<file path="config.mk">
export PLATFORM = sky130hd
export DESIGN_NAME = modeArbiter
export DESIGN_NICKNAME = d
export VERILOG_FILES = /design/src/rtl/modeArbPkg.sv /design/src/rtl/modeArbDatapath.sv /design/src/rtl/modeArbCtrl.sv /design/src/rtl/modeArbiter.sv
export SDC_FILE = /design/constraint.sdc
export NUM_CORES = 2
export LEC_CHECK = 0
export CAP_MARGIN = 20
export CORE_ASPECT_RATIO = 0.7
export CORE_MARGIN = 1
export CORE_UTILIZATION = 56
export CTS_BUF_LIST = sky130_fd_sc_hd__clkbuf_4 sky130_fd_sc_hd__clkbuf_8 sky130_fd_sc_hd__clkbuf_16
export CTS_CLUSTER_DIAMETER = 60
export DETAILED_ROUTE_END_ITERATION = 6
export DONT_BUFFER_PORTS = 1
export GPL_ROUTABILITY_DRIVEN = 0
export MAX_ROUTING_LAYER = met4
export PLACE_DENSITY = 0.71
export SLEW_MARGIN = 10
export SYNTH_ARGS = -nofsm -noshare
export SYNTH_HDL_FRONTEND = slang
export SYNTH_SLANG_ARGS = --single-unit
</file>
<file path="constraint.sdc">
create_clock -name clk -period 40.8 [get_ports clk]
set_input_delay 0 -clock clk [delete_from_list [all_inputs] [get_ports clk]]
set_output_delay 0 -clock clk [all_outputs]
set_load 0.005 [all_outputs]
</file>
<file path="src/rtl/modeArbPkg.sv">
package modeArbPkg;
  // strobes from control to datapath, valid for the accepting cycle
  typedef struct packed {
    logic load;
    logic doSwitch;
    logic nextLittle;
  } arbStrobe_t;
endpackage

</file>
<file path="src/rtl/modeArbDatapath.sv">
module modeArbDatapath
  import modeArbPkg::*;
#(
  parameter int CYC_W  = 24,
  parameter int COST_W = 16,
  parameter int PEN_W  = 10,
  parameter int FRAC_W = 8,
  parameter int LEN_W  = 16,
  parameter int CNT_W  = 32
) (
  input  logic              clk,
  input  logic              rstN,
  input  arbStrobe_t        strobe,
  input  logic [CYC_W-1:0]  bigCycles,
  input  logic [CYC_W-1:0]  littleCycles,
  input  logic [COST_W-1:0] cfgSwitchCost,
  input  logic [PEN_W-1:0]  cfgPenalty,
  input  logic [LEN_W-1:0]  cfgIntervalLen,
  output logic              toLittleOk,
  output logic              toBigOk,
  output logic [CNT_W-1:0]  littleInstrCount,
  output logic [CNT_W-1:0]  switchCount,
  output logic [CNT_W-1:0]  switchCycleCount,
  output logic [CNT_W-1:0]  chargedCycleCount
);
  localparam int SUM_W  = ((CYC_W > COST_W) ? CYC_W : COST_W) + 1;
  localparam int PROD_W = SUM_W + PEN_W + FRAC_W + 1;
  localparam int NCNT   = 4;
  localparam logic [PEN_W-1:0] UNITY = PEN_W'(1 << FRAC_W);

  logic [PEN_W-1:0]  penEff;
  logic [SUM_W-1:0]  littleBurdened, bigBurdened;
  logic [PROD_W-1:0] lhsToLittle, rhsToLittle, lhsToBig, rhsToBig;

  always_comb begin
    penEff         = (cfgPenalty < UNITY) ? UNITY : cfgPenalty;
    littleBurdened = SUM_W'(littleCycles) + SUM_W'(cfgSwitchCost);
    bigBurdened    = SUM_W'(bigCycles) + SUM_W'(cfgSwitchCost);
    lhsToLittle    = PROD_W'(littleBurdened) << FRAC_W;
    rhsToLittle    = PROD_W'(bigCycles) * PROD_W'(penEff);
    lhsToBig       = PROD_W'(bigBurdened) * PROD_W'(penEff);
    rhsToBig       = PROD_W'(littleCycles) << FRAC_W;
    toLittleOk     = lhsToLittle <= rhsToLittle;
    toBigOk        = lhsToBig < rhsToBig;
  end

  logic [CNT_W-1:0] incr [NCNT];
  logic [CNT_W-1:0] cnt  [NCNT];

  always_comb begin
    incr[0] = strobe.nextLittle ? CNT_W'(cfgIntervalLen) : '0;
    incr[1] = strobe.doSwitch ? CNT_W'(1) : '0;
    incr[2] = strobe.doSwitch ? CNT_W'(cfgSwitchCost) : '0;
    incr[3] = (strobe.nextLittle ? CNT_W'(littleCycles) : CNT_W'(bigCycles))
            + (strobe.doSwitch ? CNT_W'(cfgSwitchCost) : '0);
  end

  for (genvar gi = 0; gi < NCNT; gi++) begin : g_cnt
    logic [CNT_W:0] wide;
    assign wide = {1'b0, cnt[gi]} + {1'b0, incr[gi]};
    always_ff @(posedge clk) begin
      if (!rstN)            cnt[gi] <= '0;
      else if (strobe.load) cnt[gi] <= wide[CNT_W] ? '1 : wide[CNT_W-1:0];
    end
  end

  assign littleInstrCount  = cnt[0];
  assign switchCount       = cnt[1];
  assign switchCycleCount  = cnt[2];
  assign chargedCycleCount = cnt[3];
endmodule

</file>
<file path="src/rtl/modeArbCtrl.sv">
module modeArbCtrl
  import modeArbPkg::*;
(
  input  logic       clk,
  input  logic       rstN,
  input  logic       inValid,
  input  logic       toLittleOk,
  input  logic       toBigOk,
  output arbStrobe_t strobe,
  output logic       modeLittle,
  output logic       switchStrobe,
  output logic       outValid
);
  always_comb begin
    strobe.load       = inValid;
    strobe.nextLittle = modeLittle ? !toBigOk : toLittleOk;
    strobe.doSwitch   = inValid && (strobe.nextLittle != modeLittle);
  end

  always_ff @(posedge clk) begin
    if (!rstN) begin
      modeLittle   <= 1'b0;
      switchStrobe <= 1'b0;
      outValid     <= 1'b0;
    end else begin
      outValid     <= strobe.load;
      switchStrobe <= strobe.doSwitch;
      if (strobe.load) modeLittle <= strobe.nextLittle;
    end
  end
endmodule

</file>
<file path="src/rtl/modeArbiter.sv">
module modeArbiter
  import modeArbPkg::*;
#(
  parameter int CYC_W  = 24,
  parameter int COST_W = 16,
  parameter int PEN_W  = 10,
  parameter int FRAC_W = 8,
  parameter int LEN_W  = 16,
  parameter int CNT_W  = 32
) (
  input  logic              clk,
  input  logic              rstN,
  input  logic              inValid,
  output logic              inReady,
  input  logic [CYC_W-1:0]  bigCycles,
  input  logic [CYC_W-1:0]  littleCycles,
  input  logic [COST_W-1:0] cfgSwitchCost,
  input  logic [PEN_W-1:0]  cfgPenalty,
  input  logic [LEN_W-1:0]  cfgIntervalLen,
  output logic              outValid,
  output logic              modeLittle,
  output logic              switchStrobe,
  output logic [CNT_W-1:0]  littleInstrCount,
  output logic [CNT_W-1:0]  switchCount,
  output logic [CNT_W-1:0]  switchCycleCount,
  output logic [CNT_W-1:0]  chargedCycleCount
);
  arbStrobe_t strobe;
  logic       toLittleOk, toBigOk;

  assign inReady = 1'b1;

  modeArbCtrl u_ctrl (
    .clk(clk), .rstN(rstN), .inValid(inValid),
    .toLittleOk(toLittleOk), .toBigOk(toBigOk), .strobe(strobe),
    .modeLittle(modeLittle), .switchStrobe(switchStrobe), .outValid(outValid)
  );

  modeArbDatapath #(
    .CYC_W(CYC_W), .COST_W(COST_W), .PEN_W(PEN_W),
    .FRAC_W(FRAC_W), .LEN_W(LEN_W), .CNT_W(CNT_W)
  ) u_dp (
    .clk(clk), .rstN(rstN), .strobe(strobe),
    .bigCycles(bigCycles), .littleCycles(littleCycles),
    .cfgSwitchCost(cfgSwitchCost), .cfgPenalty(cfgPenalty),
    .cfgIntervalLen(cfgIntervalLen),
    .toLittleOk(toLittleOk), .toBigOk(toBigOk),
    .littleInstrCount(littleInstrCount), .switchCount(switchCount),
    .switchCycleCount(switchCycleCount), .chargedCycleCount(chargedCycleCount)
  );
endmodule

</file>
# After elaboration in Yosys (flattened, before gate mapping)
# Memory sizes are Yosys's and may differ from the RTL's.
# Index checks and enable logic that the tools add are counted.
[classes]
n_addsub = 7
multipliers = 2
order_cmp = 3
n_eq_ne = 1
mux = 18
bitwise = 4
n_reduce_logical = 2
[op_table]
columns = ["operator", "n"]
rows = [
  ["32-bit 2-to-1 mux", 8],
  ["32-bit by 32-bit adder with 33-bit output", 4],
  ["24-bit by 16-bit adder with 25-bit output", 2],
  ["35-bit by 32-bit less-than comparator with 1-bit output", 1],
  ["25-bit by 10-bit multiplier with 35-bit output", 1],
  ["33-bit by 34-bit less-or-equal comparator with 1-bit output", 1],
  ["24-bit by 10-bit multiplier with 34-bit output", 1],
  ["32-bit adder", 1],
  ["16-bit 2-to-1 mux", 2],
  ["24-bit 2-to-1 mux", 1],
  ["10-bit by 9-bit less-than comparator with 1-bit output (second input constant)", 1],
  ["10-bit 2-to-1 mux", 1],
  ["1-bit 2-to-1 mux", 6],
  ["1-bit OR", 4],
  ["1-bit logical AND", 1],
  ["1-bit logical NOT", 1],
  ["1-bit inequality test", 1],
]
[word_totals]
register_bits = 3
ramBits = 128
input_bits = 93
out_inout_bits = 132
elab_cells = 41
memories = 1
[mem_list]
columns = ["name", "depth", "word_bits", "read_ports", "rd_ports_with_merged_regs", "wr", "line_no", "rtl"]
rows = [
  ["u_dp.cnt", 4, 32, 4, 0, 4, "modeArbDatapath.sv:48", "logic [CNT_W-1:0] cnt [NCNT];"],
]

# Longest topological paths before layout
[depth]
ltp_word = 13
depth_mapped = 76
mapped_depth_nobuf = 72

# Modules after synthesis
# A second synthesis with hierarchy kept.
[unflattened]
cells_unflattened = 3048
area_unflattened_um2 = 27049.7
[by_module_without_submodules]
columns = ["mod", "instances", "cells_per_inst", "area_per_inst_um2", "seq_area_each_um2"]
rows = [
  ["modeArbDatapath", 1, 3033, 26905.8, 3843.7],
  ["modeArbCtrl", 1, 13, 132.6, 60.1],
  ["modeArbiter", 1, 2, 11.3, 0.0],
]

# Worst setup path before layout
# No wires, ideal clock.
[synth_path]
path_kind = "input to register"
start = "input bigCycles[1]"
end = "memory u_dp.cnt[3][16], data pin"
setup_ps = 270
t_arrival_ps = 15916
required_ps = 40530
setup_slack_ps = 24614
cell_stages = 68
n_path_buf = 5
path_cell_list = "clkinv_1 -> fa_1 -> nor2b_1 -> o21ai_0 -> a21boi_0 -> o21ai_0 -> a21boi_0 -> o21ai_0 -> a21boi_0 -> o21ai_0 -> a21boi_0 -> o21ai_0 -> a21boi_0 -> o31a_1 -> o21ai_0 -> nand2_1 -> mux2_2 -> fa_1 -> [... 32 more ...] -> maj3_1 -> a21boi_1 -> o31ai_1 -> nor2_1 -> o21bai_1 -> a21oi_1 -> xnor2_1 -> ha_1 -> or4_1 -> o31a_1 -> o41a_1 -> a21oi_1 -> nand3_1 -> a31oi_1 -> or3_1 -> clkbuf_1 -> buf_1 -> a21oi_1"
[synth_rtl]
columns = ["item", "line_no", "rtl"]
rows = [
  ["start: declaration", "modeArbiter.sv:15", "input logic [CYC_W-1:0] bigCycles,"],
  ["end: declaration", "modeArbDatapath.sv:48", ""],
]

==> impl_metrics.json <==
{
  "synth.area.mux_share_pct": 0.7440,
  "hold_violations": 0,
  "final_common_cell": "inv_1",
  "vias": 23910,
  "stdcell_count": 3843,
  "worstPathArrival_ns": 18.93,
  "yosysWarnings": 0,
  "drt-initial-drc-count": 2520,
  "worst_setup_path_end_kind": "flop",
  "fin_crit_sh_pct": 45.83,
  "die_h_um": 188.8,
  "portBuffers": 0,
  "io_pins": 225,
  "path_class": "in -> reg",
  "rows": 68,
  "cts-root-buf": "clkbuf_16",
  "ys_seq_area_share_pct": 13.98,
  "tightest_slew_ns": 1.101,
  "synth_edf_count": 128,
  "worstPathRequired_ns": 41.03,
  "wl_per_cell_um": 21.87,
  "layout_common_cells": "inv_1, nand2_1, fa_1, ha_1, a21oi_1",
  "maxSlewViolCount": 0,
  "cts_sinks": 131,
  "grt_util_all_layers_pct": 34.74,
  "overflow": 0,
  "cts_tree": "done",
  "cts_max_level": 4,
  "fillerInstances": 4298,
  "slew_headroom_pct": 26.61,
  "fin_crit_ns": 18.70,
  "placed_cells": 3800,
  "reg2reg_depth": 29,
  "grt_pass1_vias": 23540,
  "via_per_inst": 6.220,
  "synth_top_flop_cell": "edfxtp_1",
  "dpl.hpwl_um": 67170,
  "hold_depth": 3,
  "cp_slowest_cell": "or3_1",
  "ys_async_sr_fraction_pct": 0,
  "route.detailed.drc": 5,
  "rsz0062_at_grt": "no",
  "drt_pass1_iterations": 7,
  "cts_resized": 0,
  "synth_simple_gate_area_share_pct": 18.12,
  "ys_seq_elements": 131,
  "multiInputGateArea_um2": 21840,
  "grt_pass1_wl_um": 132800,
  "synth_cell_types": 86,
  "cts.clk_slew.worst_paths_ns": 0.05,
  "clkLatencyLatePin_ns": 0.48,
  "syn_inst": 3265,
  "synth_compound_area_share_pct": 13.99,
  "synth_area_um2": 27920,
  "synthAdderAreaFrac_pct": 38.85,
  "clock.fmax_mhz": 53.48,
  "dieArea_um2": 50760,
  "synth_top_family_by_area": "adder cells",
  "clock_skew_ns": 0.01427,
  "ctsLongestPathBuffers": 3,
  "setup-violations-final": 0,
  "fin_nets": 3906,
  "dieWidth_um": 268.9,
  "cts_buffers": 25,
  "syn_to_final_growth_pct": 4.097,
  "wl_um": 84060,
  "ant_nets": 0,
  "cap_violations": 0,
  "seq_area_um2": 3904,
  "status": "finished with violations",
  "layout-drive-gt1-share_pct": 3.658,
  "antenna_found_initial": 6,
  "grt_max_degree": 83,
  "worst_path_most_repeated_cell": "o21ai_0",
  "coreArea_um2": 49260,
  "hp-class": "in -> reg",
  "tns_ns": 0,
  "crit_path_start_kind": "input pin",
  "syn_area_per_cell_um2": 8.550,
  "syn-num-nets": 4005,
  "cp_max_fo": 47,
  "synth-xor-area-share_pct": 6.463,
  "slowest_delay_ns": 0.92,
  "failed_checks": "design-rule violations",
  "start_util_pct": 56.67
}
[path summary, 6_finish.rpt]
check / endpoint / slack, ns / startpoint
worst min register to register: u_ctrl.modeLittle / 0.70 / u_ctrl.modeLittle
worst max register to register: u_dp.cnt[3][0] / 32.23 / u_ctrl.modeLittle
worst min-delay path: u_dp.cnt[0][1] / 0.01 / cfgIntervalLen[1]
worst max-delay path: u_dp.cnt[3][0] / 22.10 / bigCycles[1]
[layout make-up]
cell class | count | share of cell area (%)
repair buffers | 19 | 0.6028
multi-input cells | 2561 | 75.16
flip-flops and latches | 131 | 13.43
diodes | 7 | 0.06028
inverters | 428 | 5.528
well taps | 665 | 2.863
clock buffers | 32 | 2.355
[routing by layer]
metal	up-vias	share of wire, %	GRT usage, %
met5	-	0	-
met4	0	3.4	10.34
met3	193	11	8.246
met2	1252	44	50.65
met1	11730	42	47.81
li1	10730	-	-
[state kept, by name, summed over array words and instances (netlist names)]
| register | flops |
|---|---|
| u_dp.cnt | 128 |
| u_ctrl.modeLittle | 1 |
| u_ctrl.switchStrobe | 1 |
| u_ctrl.outValid | 1 |
[kinds of logic (layout without fill, tap and decap cells)]
kind of cell / count (synthesis) / in the layout
fa+ha+maj: 651 / 651
other cells: 1 / 8
simple gates: 1063 / 1063
xor+xnor: 206 / 206
buf+inv: 573 / 479
compound gates: 620 / 620
mux: 20 / 20
flops: 131 / 131
[critical path, delay by kind of cell]
| kind | cells | cell delay, ns |
|---|---|---|
| multiplexers | 1 | 0.43 |
| buffers and inverters | 6 | 0.50 |
| adder cells (fa/ha/maj) | 12 | 5.08 |
| AO/OA/AOI/OAI | 34 | 7.28 |
| XOR/XNOR | 2 | 0.28 |
| AND/OR/NAND/NOR | 13 | 5.31 |
[synthesized netlist by cell type (19+ instances only)]
library cell    n  area (um2)
inv_1         421        1580
nand2_1       392        1471
fa_1          361        7227
ha_1          286        3578
a21oi_1       252        1261
nor2_1        238       893.4
clkbuf_1      131       491.7
edfxtp_1      128        3844
and3_1        127       794.5
xnor2_1       118        1033
o21ai_0       102       510.5
xor2_1         88       770.7
and2_1         65       406.6
nand3_1        60       300.3
a21o_1         50       375.4
nor3_1         39       195.2
nand4_1        33       206.5
a31oi_1        29       181.4
nand2b_1       24       150.1
o21bai_1       24       180.2
a211oi_1       20       150.1
o211ai_1       19       142.6
o21a_1         19       142.6
[per-stage QoR]
| step | utilization, % | hold WS (ns) | worst slack (ns) | instance area (um2) |
|---|---|---|---|---|
| 6_report | 58.99 | 0.01409 | 22.10 | 29060 |
| 5_1_grt | 58.99 | 0.05530 | 20.77 | 29060 |
| 4_1_cts | 58.87 | 0.009404 | 22.56 | 29000 |
| 3_5_place_dp | 57.44 | 0.1320 | 22.12 | 28300 |
| 3_3_place_gp | 57.44 | 0.1269 | 22.97 | 28300 |
| 2_1_floorplan | - | 0.1217 | 24.61 | 27920 |
[timing repair]
item,CTS,global route
buffers inserted,0,0
hold buffers,2,0
endpoints found under the hold margin,2,0
Power is not shown: default switching activity piles up to over one toggle a cycle in this logic, so the estimate is an artifact.
